`src/rtl/card_stchg_pkg.sv`:
```
package card_stchg_pkg;
    typedef enum logic [1:0] {
        PWR_ACTIVE     = 2'd0,
        PWR_ENTER_DOWN = 2'd1,
        PWR_DOWN       = 2'd2,
        PWR_EXIT_DOWN  = 2'd3
    } pwr_state_t;

    // index of each tracked line inside the line vector
    localparam int LINE_RDY = 1;
    localparam int LINE_WP  = 0;
    localparam int NUM_LINES = 2;

    // configuration/status byte bit positions
    localparam int CFG_CHG_BIT = 7;
    localparam int CFG_SIG_BIT = 6;
    localparam int CFG_IO8_BIT = 5;
    localparam int CFG_PWR_BIT = 2;
    localparam int CFG_INT_BIT = 1;

    // pin-status byte bit positions
    localparam int PIN_RCHG_BIT = 5;
    localparam int PIN_WCHG_BIT = 4;
endpackage

```
`src/rtl/card_line_sync.sv`:
```
module card_line_sync #(
    parameter int WIDTH  = 2,
    parameter int STAGES = 2
) (
    input  logic             clk,
    input  logic             rst_n,
    input  logic [WIDTH-1:0] async_in,
    output logic [WIDTH-1:0] sync_out
);
    logic [WIDTH-1:0] stage_q [STAGES];

    always_ff @(posedge clk or negedge rst_n) begin
        if (!rst_n) begin
            for (int s = 0; s < STAGES; s++) stage_q[s] <= '0;
        end else begin
            stage_q[0] <= async_in;
            for (int s = 1; s < STAGES; s++) stage_q[s] <= stage_q[s-1];
        end
    end

    assign sync_out = stage_q[STAGES-1];
endmodule

```
`src/rtl/card_change_track.sv`:
```
module card_change_track #(
    parameter int WIDTH = 2
) (
    input  logic             clk,
    input  logic             rst_n,
    input  logic [WIDTH-1:0] live,
    input  logic             wr_en,
    input  logic [WIDTH-1:0] wr_val,
    output logic [WIDTH-1:0] sticky
);
    logic [WIDTH-1:0] prev_q;

    always_ff @(posedge clk or negedge rst_n) begin
        if (!rst_n) prev_q <= '0;
        else        prev_q <= live;
    end

    for (genvar i = 0; i < WIDTH; i++) begin : g_line
        logic chg_q;
        logic edge_seen;

        assign edge_seen = live[i] ^ prev_q[i];

        // edge wins over a host write in the same cycle
        always_ff @(posedge clk or negedge rst_n) begin
            if (!rst_n)         chg_q <= 1'b0;
            else if (edge_seen) chg_q <= 1'b1;
            else if (wr_en)     chg_q <= wr_val[i];
        end

        assign sticky[i] = chg_q;

        assert_edge_sets_sticky_R6: assert property (@(posedge clk) disable iff (!rst_n)
            (live[i] != prev_q[i]) |=> sticky[i]);

        // with no edge and no write, the sticky bit holds
        assert_sticky_holds_R7: assert property (@(posedge clk) disable iff (!rst_n)
            (!wr_en && (live[i] == prev_q[i])) |=> $stable(sticky[i]));
    end
endmodule

```
`src/rtl/card_pwr_fsm.sv`:
```
module card_pwr_fsm
    import card_stchg_pkg::*;
(
    input  logic clk,
    input  logic rst_n,
    input  logic req_wr,
    input  logic req_val,
    input  logic pwr_done,
    output logic pwr_dn,
    output logic busy
);
    pwr_state_t state_q, state_d;

    always_ff @(posedge clk or negedge rst_n) begin
        if (!rst_n) state_q <= PWR_ACTIVE;
        else        state_q <= state_d;
    end

    always_comb begin
        state_d = state_q;
        unique case (state_q)
            PWR_ACTIVE: begin
                if (req_wr && req_val) state_d = PWR_ENTER_DOWN;
            end
            PWR_ENTER_DOWN: begin
                if (req_wr && !req_val) state_d = PWR_EXIT_DOWN;
                else if (pwr_done)      state_d = PWR_DOWN;
            end
            PWR_DOWN: begin
                if (req_wr && !req_val) state_d = PWR_EXIT_DOWN;
            end
            PWR_EXIT_DOWN: begin
                if (req_wr && req_val)  state_d = PWR_ENTER_DOWN;
                else if (pwr_done)      state_d = PWR_ACTIVE;
            end
            default: state_d = PWR_ACTIVE;
        endcase
    end

    always_comb begin
        pwr_dn = (state_q == PWR_ENTER_DOWN) || (state_q == PWR_DOWN);
        busy   = (state_q == PWR_ENTER_DOWN) || (state_q == PWR_EXIT_DOWN);
    end

    assert_change_forces_busy_R10: assert property (@(posedge clk) disable iff (!rst_n)
        (req_wr && (req_val != pwr_dn)) |=> busy);

    assert_busy_until_done_R10: assert property (@(posedge clk) disable iff (!rst_n)
        (busy && !pwr_done) |=> busy);

    assert_idle_stays_ready_R10: assert property (@(posedge clk) disable iff (!rst_n)
        (!busy && !(req_wr && (req_val != pwr_dn))) |=> !busy);
endmodule

```
`src/rtl/card_stchg_regs.sv`:
```
module card_stchg_regs
    import card_stchg_pkg::*;
#(
    parameter int          ADDR_W      = 10,
    parameter int unsigned CFG_OFS     = 'h202,
    parameter int unsigned PIN_OFS     = 'h204,
    parameter int          SYNC_STAGES = 2
) (
    input  logic              clk,
    input  logic              rst_n,
    input  logic [ADDR_W-1:0] host_addr,
    input  logic              host_wr,
    input  logic [7:0]        host_wdata,
    output logic [7:0]        host_rdata,
    input  logic              ready_raw,
    input  logic              wprot_raw,
    input  logic              irq_req,
    input  logic              irq_dis,
    input  logic              io_mode,
    input  logic              pwr_done,
    output logic              stschg_n,
    output logic              busy
);
    localparam logic [ADDR_W-1:0] CFG_A = CFG_OFS[ADDR_W-1:0];
    localparam logic [ADDR_W-1:0] PIN_A = PIN_OFS[ADDR_W-1:0];

    logic sel_cfg, sel_pin;
    logic [NUM_LINES-1:0] raw_vec, live_vec, sticky_vec, pin_wval;
    logic sig_en_q, io8_q, pwr_dn, changed;

    assign sel_cfg = (host_addr == CFG_A);
    assign sel_pin = (host_addr == PIN_A);

    assign raw_vec[LINE_RDY] = ready_raw;
    assign raw_vec[LINE_WP]  = wprot_raw;

    card_line_sync #(.WIDTH(NUM_LINES), .STAGES(SYNC_STAGES)) u_sync (
        .clk      (clk),
        .rst_n    (rst_n),
        .async_in (raw_vec),
        .sync_out (live_vec)
    );

    assign pin_wval[LINE_RDY] = host_wdata[PIN_RCHG_BIT];
    assign pin_wval[LINE_WP]  = host_wdata[PIN_WCHG_BIT];

    card_change_track #(.WIDTH(NUM_LINES)) u_track (
        .clk    (clk),
        .rst_n  (rst_n),
        .live   (live_vec),
        .wr_en  (host_wr && sel_pin),
        .wr_val (pin_wval),
        .sticky (sticky_vec)
    );

    card_pwr_fsm u_pwr (
        .clk      (clk),
        .rst_n    (rst_n),
        .req_wr   (host_wr && sel_cfg),
        .req_val  (host_wdata[CFG_PWR_BIT]),
        .pwr_done (pwr_done),
        .pwr_dn   (pwr_dn),
        .busy     (busy)
    );

    always_ff @(posedge clk or negedge rst_n) begin
        if (!rst_n) begin
            sig_en_q <= 1'b0;
            io8_q    <= 1'b0;
        end else if (host_wr && sel_cfg) begin
            sig_en_q <= host_wdata[CFG_SIG_BIT];
            io8_q    <= host_wdata[CFG_IO8_BIT];
        end
    end

    assign changed = |sticky_vec;

    always_comb begin
        host_rdata = 8'h00;
        if (sel_cfg) begin
            host_rdata[CFG_CHG_BIT] = changed;
            host_rdata[CFG_SIG_BIT] = sig_en_q;
            host_rdata[CFG_IO8_BIT] = io8_q;
            host_rdata[CFG_PWR_BIT] = pwr_dn;
            host_rdata[CFG_INT_BIT] = irq_req & ~irq_dis;
        end else if (sel_pin) begin
            host_rdata[PIN_RCHG_BIT] = sticky_vec[LINE_RDY];
            host_rdata[PIN_WCHG_BIT] = sticky_vec[LINE_WP];
            host_rdata[3:2]          = 2'b11;
            host_rdata[1]            = live_vec[LINE_RDY];
            host_rdata[0]            = live_vec[LINE_WP];
        end
    end

    assign stschg_n = ~(io_mode & changed & sig_en_q);

    assert_stschg_needs_enable_R9: assert property (@(posedge clk) disable iff (!rst_n)
        !stschg_n |-> (sig_en_q && io_mode && (sticky_vec != '0)));

    assert_stschg_idle_outside_io_R9: assert property (@(posedge clk) disable iff (!rst_n)
        !io_mode |-> stschg_n);
endmodule

```
`config.mk`:
```
export PLATFORM = sky130hd
export DESIGN_NAME = card_stchg_regs
export DESIGN_NICKNAME = d
export VERILOG_FILES = /design/src/rtl/card_stchg_pkg.sv /design/src/rtl/card_line_sync.sv /design/src/rtl/card_change_track.sv /design/src/rtl/card_pwr_fsm.sv /design/src/rtl/card_stchg_regs.sv
export SDC_FILE = /design/constraint.sdc
export NUM_CORES = 1
export LEC_CHECK = 0
export BUFFER_PORTS_ARGS = -buffer_cell sky130_fd_sc_hd__buf_4
export CELL_PAD_IN_SITES_DETAIL_PLACEMENT = 0
export CELL_PAD_IN_SITES_GLOBAL_PLACEMENT = 1
export CORE_MARGIN = 3
export CORE_UTILIZATION = 32
export CTS_CLUSTER_DIAMETER = 60
export DETAILED_ROUTE_END_ITERATION = 10
export PLACE_DENSITY_LB_ADDON = 0.1
export SLEW_MARGIN = 15
export SYNTH_ARGS = -nofsm -noshare
export SYNTH_HDL_FRONTEND = slang
export SYNTH_SLANG_ARGS = --single-unit
```
`constraint.sdc`:
```
create_clock -name clk -period 2.3 [get_ports clk]
set_input_delay 0.23 -clock clk [delete_from_list [all_inputs] [get_ports clk]]
set_output_delay 0.23 -clock clk [all_outputs]
set_load 0.02 [all_outputs]
```
==> Word level (Yosys, flattened, before mapping) <==
Cells that the tools add are included.
{ "word_totals": {"register_bits": 12, "elab_cells": 53} }
{ "op_classes": {"eq_ne": 9, "n_mux": 17, "n_bitwise": 7, "n_reduce_logical": 12} }
{ "op_table": {"columns": ["operator", "count"], "rows": [
  ["== test 10 bit, second input constant", 2],
  ["2-to-1 mux 2 bit", 9],
  ["one-hot mux 2 bit (4 select lines)", 1],
  ["2-to-1 mux 1 bit", 6],
  ["2-to-1 mux 6 bit", 1],
  ["!= test 3 x 2 -> 1 bit, second input constant", 2],
  ["== test 2 bit, second input constant", 2],
  ["logical AND 1 bit", 4],
  ["!= test 2 x 1 -> 1 bit, second input constant", 2],
  ["AND reduction 4 bit", 1],
  ["nonzero test 2 bit", 2],
  ["bitwise AND 1 bit", 3],
  ["== test 2 x 1 -> 1 bit, second input constant", 1],
  ["zero test 2 bit", 1],
  ["logical OR 1 bit", 2],
  ["NOT 1 bit", 2],
  ["OR reduction 2 bit", 1],
  ["XOR 1 bit", 2],
  ["zero test 1 bit", 1]
]} }

==> Depth between registers and ports, before layout <==
{ "depth": {"ltp_word": 5, "ltp_mapped": 6, "depth_no_buf": 6} }

==> By module <==
From an unflattened synthesis, not the netlist that was laid out.
{ "hier_totals": {"hier_cells": 63, "hier_area_um2": 718.2} }
{ "by_module_without_submodules": {"columns": ["mod", "n_inst", "cells_each", "area_each_um2", "seq_area_each_um2"], "rows": [
  ["card_stchg_regs", 1, 26, 241.5, 50.0],
  ["card_pwr_fsm", 1, 19, 201.4, 50.0],
  ["card_change_track", 1, 12, 160.2, 100.1],
  ["card_line_sync", 1, 6, 115.1, 100.1]
]} }

==> Worst setup path after synthesis <==
Ideal clock, no wire load.
{ "synth_path": {"kind": "register to register", "startpoint": "reg u_pwr.state_q[1]", "endpoint": "reg u_pwr.state_q[1]", "setup_ns": 0.128, "arrival_time_ns": 1.461, "t_required_ns": 2.172, "path_slack_ns": 0.712, "stages_incl_launch_ff": 6, "synth_period_minus_slack_ns": 1.588, "path_cell_list": "dfrtp_1 inv_1 ha_1 o21ba_2 o32ai_1 mux2_1"} }
{ "synth_between": {"elab_chain_cells": 3, "elab_cells_between_ends": 10} }
{ "synth_rtl": {"columns": ["item", "line", "source"], "rows": [
  ["start: declaration", "card_pwr_fsm.sv:12", "pwr_state_t state_q, state_d;"],
  ["start signal: assignment", "card_pwr_fsm.sv:16", "else state_q <= state_d;"],
  ["== test 2 x 1 -> 1 bit, or another cell as far along", "card_pwr_fsm.sv:21", "unique case (state_q)"],
  ["!= test 3 x 2 -> 1 bit (no source line) or != test 2 x 1 -> 1 bit (tied branches)", null, null],
  ["AND reduction 4 bit (no source line)", null, null]
]} }
Several ways; a longest one is shown, not always the timed one.
A chain may end at the register's enable or synchronous reset.

==> Worst setup path after layout <==
{ "layout_path": {"startpoint": "reg u_pwr.state_q[0]", "endpoint": "reg u_pwr.state_q[1]"} }
The elaborated chain is that of the path after synthesis.

==> reports/results.txt <==
Outcome: finished, final reports clean
Rel. slew slack: 77.35%
Xor and xnor area share after synthesis: 2.431%
EDFF count, synth: 0
Largest net degree at the start of global routing: 13
PwrDens: 720.4 nW/um^2
Synth Instances: 66
Tmin final: 1.705 ns
Mapped cell area: 720.7 um^2
Initial antenna violation count: 0
Post-synthesis mux area share: 6.076%
Compound-Gate Fraction of Synth Area: 11.98%
P_int: 491.9 uW
Syn Nets: 98
First DRT Iteration DRCs: 12
Worst Skew: 0.002805 ns
Routed Antenna Nets: 0
Num CTS Buffers: 3
Sw frac: 34.08%
Vias: 619
Synth Flop Type: dfrtp_1
Post-Synth Adder-Cell Area: 8.681%
Worst IR Drop VDD: 0.4695 mV
Flops & latches, synth: 12
Final HPWL from detailed placement: 1.228 mm
Setup violators final: 0
Worst-case clock buffer depth: 2
Unrepaired setup endpoints after global routing: false
Setup CP Type: flip-flop to flip-flop
GPL Wtd Cong: 0.7161
TritonCTS clock tree: built
Tightest Pin Transition: 0.3387 ns
Grt total ovfl: 0
Synth-to-layout area growth: 43.75%
Layout Nets: 135
CP Data Arrival Time: 1.85 ns
Drt first pass iters: 4
CTS Sinks: 12
Slew Limit Fails: 0
Clock transition at the registers of the reported paths: 0.07 ns
Flop pwr share: 34.8%
Clock insertion delay at the later pin of the skew report: 0.27 ns
Die Ht: 53.46 um
CP startpoint kind: flip-flop
ANT cells: 0
Post-DR wirelength/cell: 11.42 um
P_sw: 254.3 uW
Core ar.: 2042 um^2
IO Port Bufs: 32
Worst Path Max Fanout: 4
Hold Crit Class: input port to flip-flop
Share of layout cells above drive strength 1: 43.14%
Die area: 2857 um^2
Die Wd: 53.46 um
Number of global-route vias before repair: 523
Setup tns final: 0 ns
Max Cap Viol: 0
Async S/R FF share, synth: 100.0%
CTS H-tree depth: 1
Avg Inst Size Synth: 10.92 um^2
Dpl cells: 124
DRC Markers: 0
Clock Root Buffer: clkbuf_4
Row count: 16
P_leak: 0.5121 nW
Simple-Gate Fraction of Synth Area: 25.87%
Worst EP required: 2.45 ns
Initial core utilization: 35.29%
Crit end category: flip-flop
Gr usage total: 10.88%
Part of the cycle the worst path needs: 74.14%
Hold Fails Final Rpt: 0
First-pass GRT wire length: 2.194 mm
Netlist cell types: 32
Combinational share of power: 43.7%
Vias per std cell: 4.798
Sequential area share after synthesis: 41.67%
Fillers: 210
Fmax: 586.4 MHz
Overall routed net length: 1.473 mm
Clock power frac: 21.5%
Syn. warnings: 0
PostCTS Resize Cnt: 0
Main combinational cell family by area after synthesis: simple AND/OR/NAND/NOR gates
Fin cells: 129
Top Ports: 37
==> what timing repair did <==
action,4_1_cts,5_1_grt
endpoints found under the setup margin,0,0
setup buffers,0,0
hold endpoints to repair,12,0
hold buffers,1,0
==> routing by layer <==
layer	up-vias	global-route usage [%]	share of wire, %
met4	0	1.277	0
met5	-	0	0
met1	278	12.98	41
li1	313	-	-
met3	0	5.634	12
met2	28	17.76	47
==> cell families after synthesis <==
family | count (synthesis)
AOI/OAI and AO/OA | 10
xor gates and xnor gates | 2
adders and majority gates | 5
buffers and inverters | 6
DFF | 12
muxes | 4
and+or+nand+nor | 27
==> cell usage in the layout (no fill, tap or decap), drive strengths merged, types with 3 or more instances in the layout <==
master and n:
and2 3, clkbuf 4, nand2 4, nand3 4, buf 32, dfrtp 12
ha 5, nor2 3, inv 5, mux2 3
==> final cells by class <==
cell class              instances  area (um^2)  area share (%)
flip-flops and latches         12        300.3           28.99
multi-input cells              48        396.6           38.29
repair buffers                 33        250.2           24.15
inverters                       5        18.77           1.812
clock buffers                   4        36.28           3.502
well taps                      27        33.78           3.261
==> per-stage QoR <==
step / instance area, um^2 / setup WS, ns / hold WS, ns / total power, mW / utilization (%)
after CTS: 1036 / 0.5808 / 0.05744 / 0.7573 / 50.74
after global routing: 1036 / 0.5301 / 0.03798 / 0.8087 / 50.74
after floorplan: 720.7 / 0.7117 / -0.06559 / 0.4819 / -
after global placement: 989.7 / 0.5810 / 0.07544 / 0.5766 / 48.47
final: 1036 / 0.5948 / 0.06792 / 0.7463 / 50.74
after detailed placement: 989.7 / 0.5828 / 0.07575 / 0.5909 / 48.47
==> power groups by stage <==
| stage | clock [mW] | combinational [mW] | sequential, mW |
|---|---|---|---|
| 3_3_place_gp | 0 | 0.313 | 0.264 |
| 5_1_grt | 0.184 | 0.361 | 0.264 |
| 2_1_floorplan | 0 | 0.223 | 0.259 |
| 4_1_cts | 0.170 | 0.328 | 0.260 |
| 6_report | 0.161 | 0.326 | 0.260 |
| 3_5_place_dp | 0 | 0.327 | 0.264 |
==> state kept, by name, indices dropped and copies added (netlist names) <==
| register | cells |
|---|---|
| io8_q | 1 |
| sig_en_q | 1 |
| u_pwr.state_q | 2 |
| u_sync.stage_q | 2 |
| u_sync.sync_out | 2 |
| u_track.g_line.chg_q | 2 |
| u_track.prev_q | 2 |
==> worst max-delay path: stages, from the launching register on <==
cell and delay, ns:
dfrtp_1 0.42, ha_1 0.26, o21ba_2 0.23, o32ai_1 0.31
mux2_1 0.37
==> path summary, 6_finish.rpt <==
path | start | end | slack (ns) | cells after the start
worst max-delay path | u_pwr.state_q[0]$_DFFE_PN0P_ | u_pwr.state_q[1]$_DFFE_PN0P_ | 0.59 | 4
worst min-delay path | ready_raw | u_sync.stage_q[3]$_DFF_PN0_ | 0.07 | 1
worst max register to register | u_pwr.state_q[0]$_DFFE_PN0P_ | u_pwr.state_q[1]$_DFFE_PN0P_ | 0.59 | 4
worst min register to register | u_sync.stage_q[2]$_DFF_PN0_ | u_sync.sync_out[0]$_DFF_PN0_ | 0.35 | 0
max in group asynchronous | rst_n | u_pwr.state_q[1]$_DFFE_PN0P_ | 1.83 | 2
min in group asynchronous | rst_n | u_track.prev_q[0]$_DFF_PN0_ | 0.33 | 2
==> synthesized netlist by cell type (2+ instances only) <==
master	number	share of area, %
nand4_1	2	1.7
ha_1	5	8.7
nor2_1	3	1.6
inv_1	5	2.6
and2_1	3	2.6
mux2_2	2	3.1
nand2b_1	2	1.7
dfrtp_1	12	42
nand3_1	4	2.8
xnor2_1	2	2.4
nor2b_1	2	1.7
and3_2	2	2.1
nand2_1	3	1.6
Note: power is estimated with default switching activity, not from simulation.
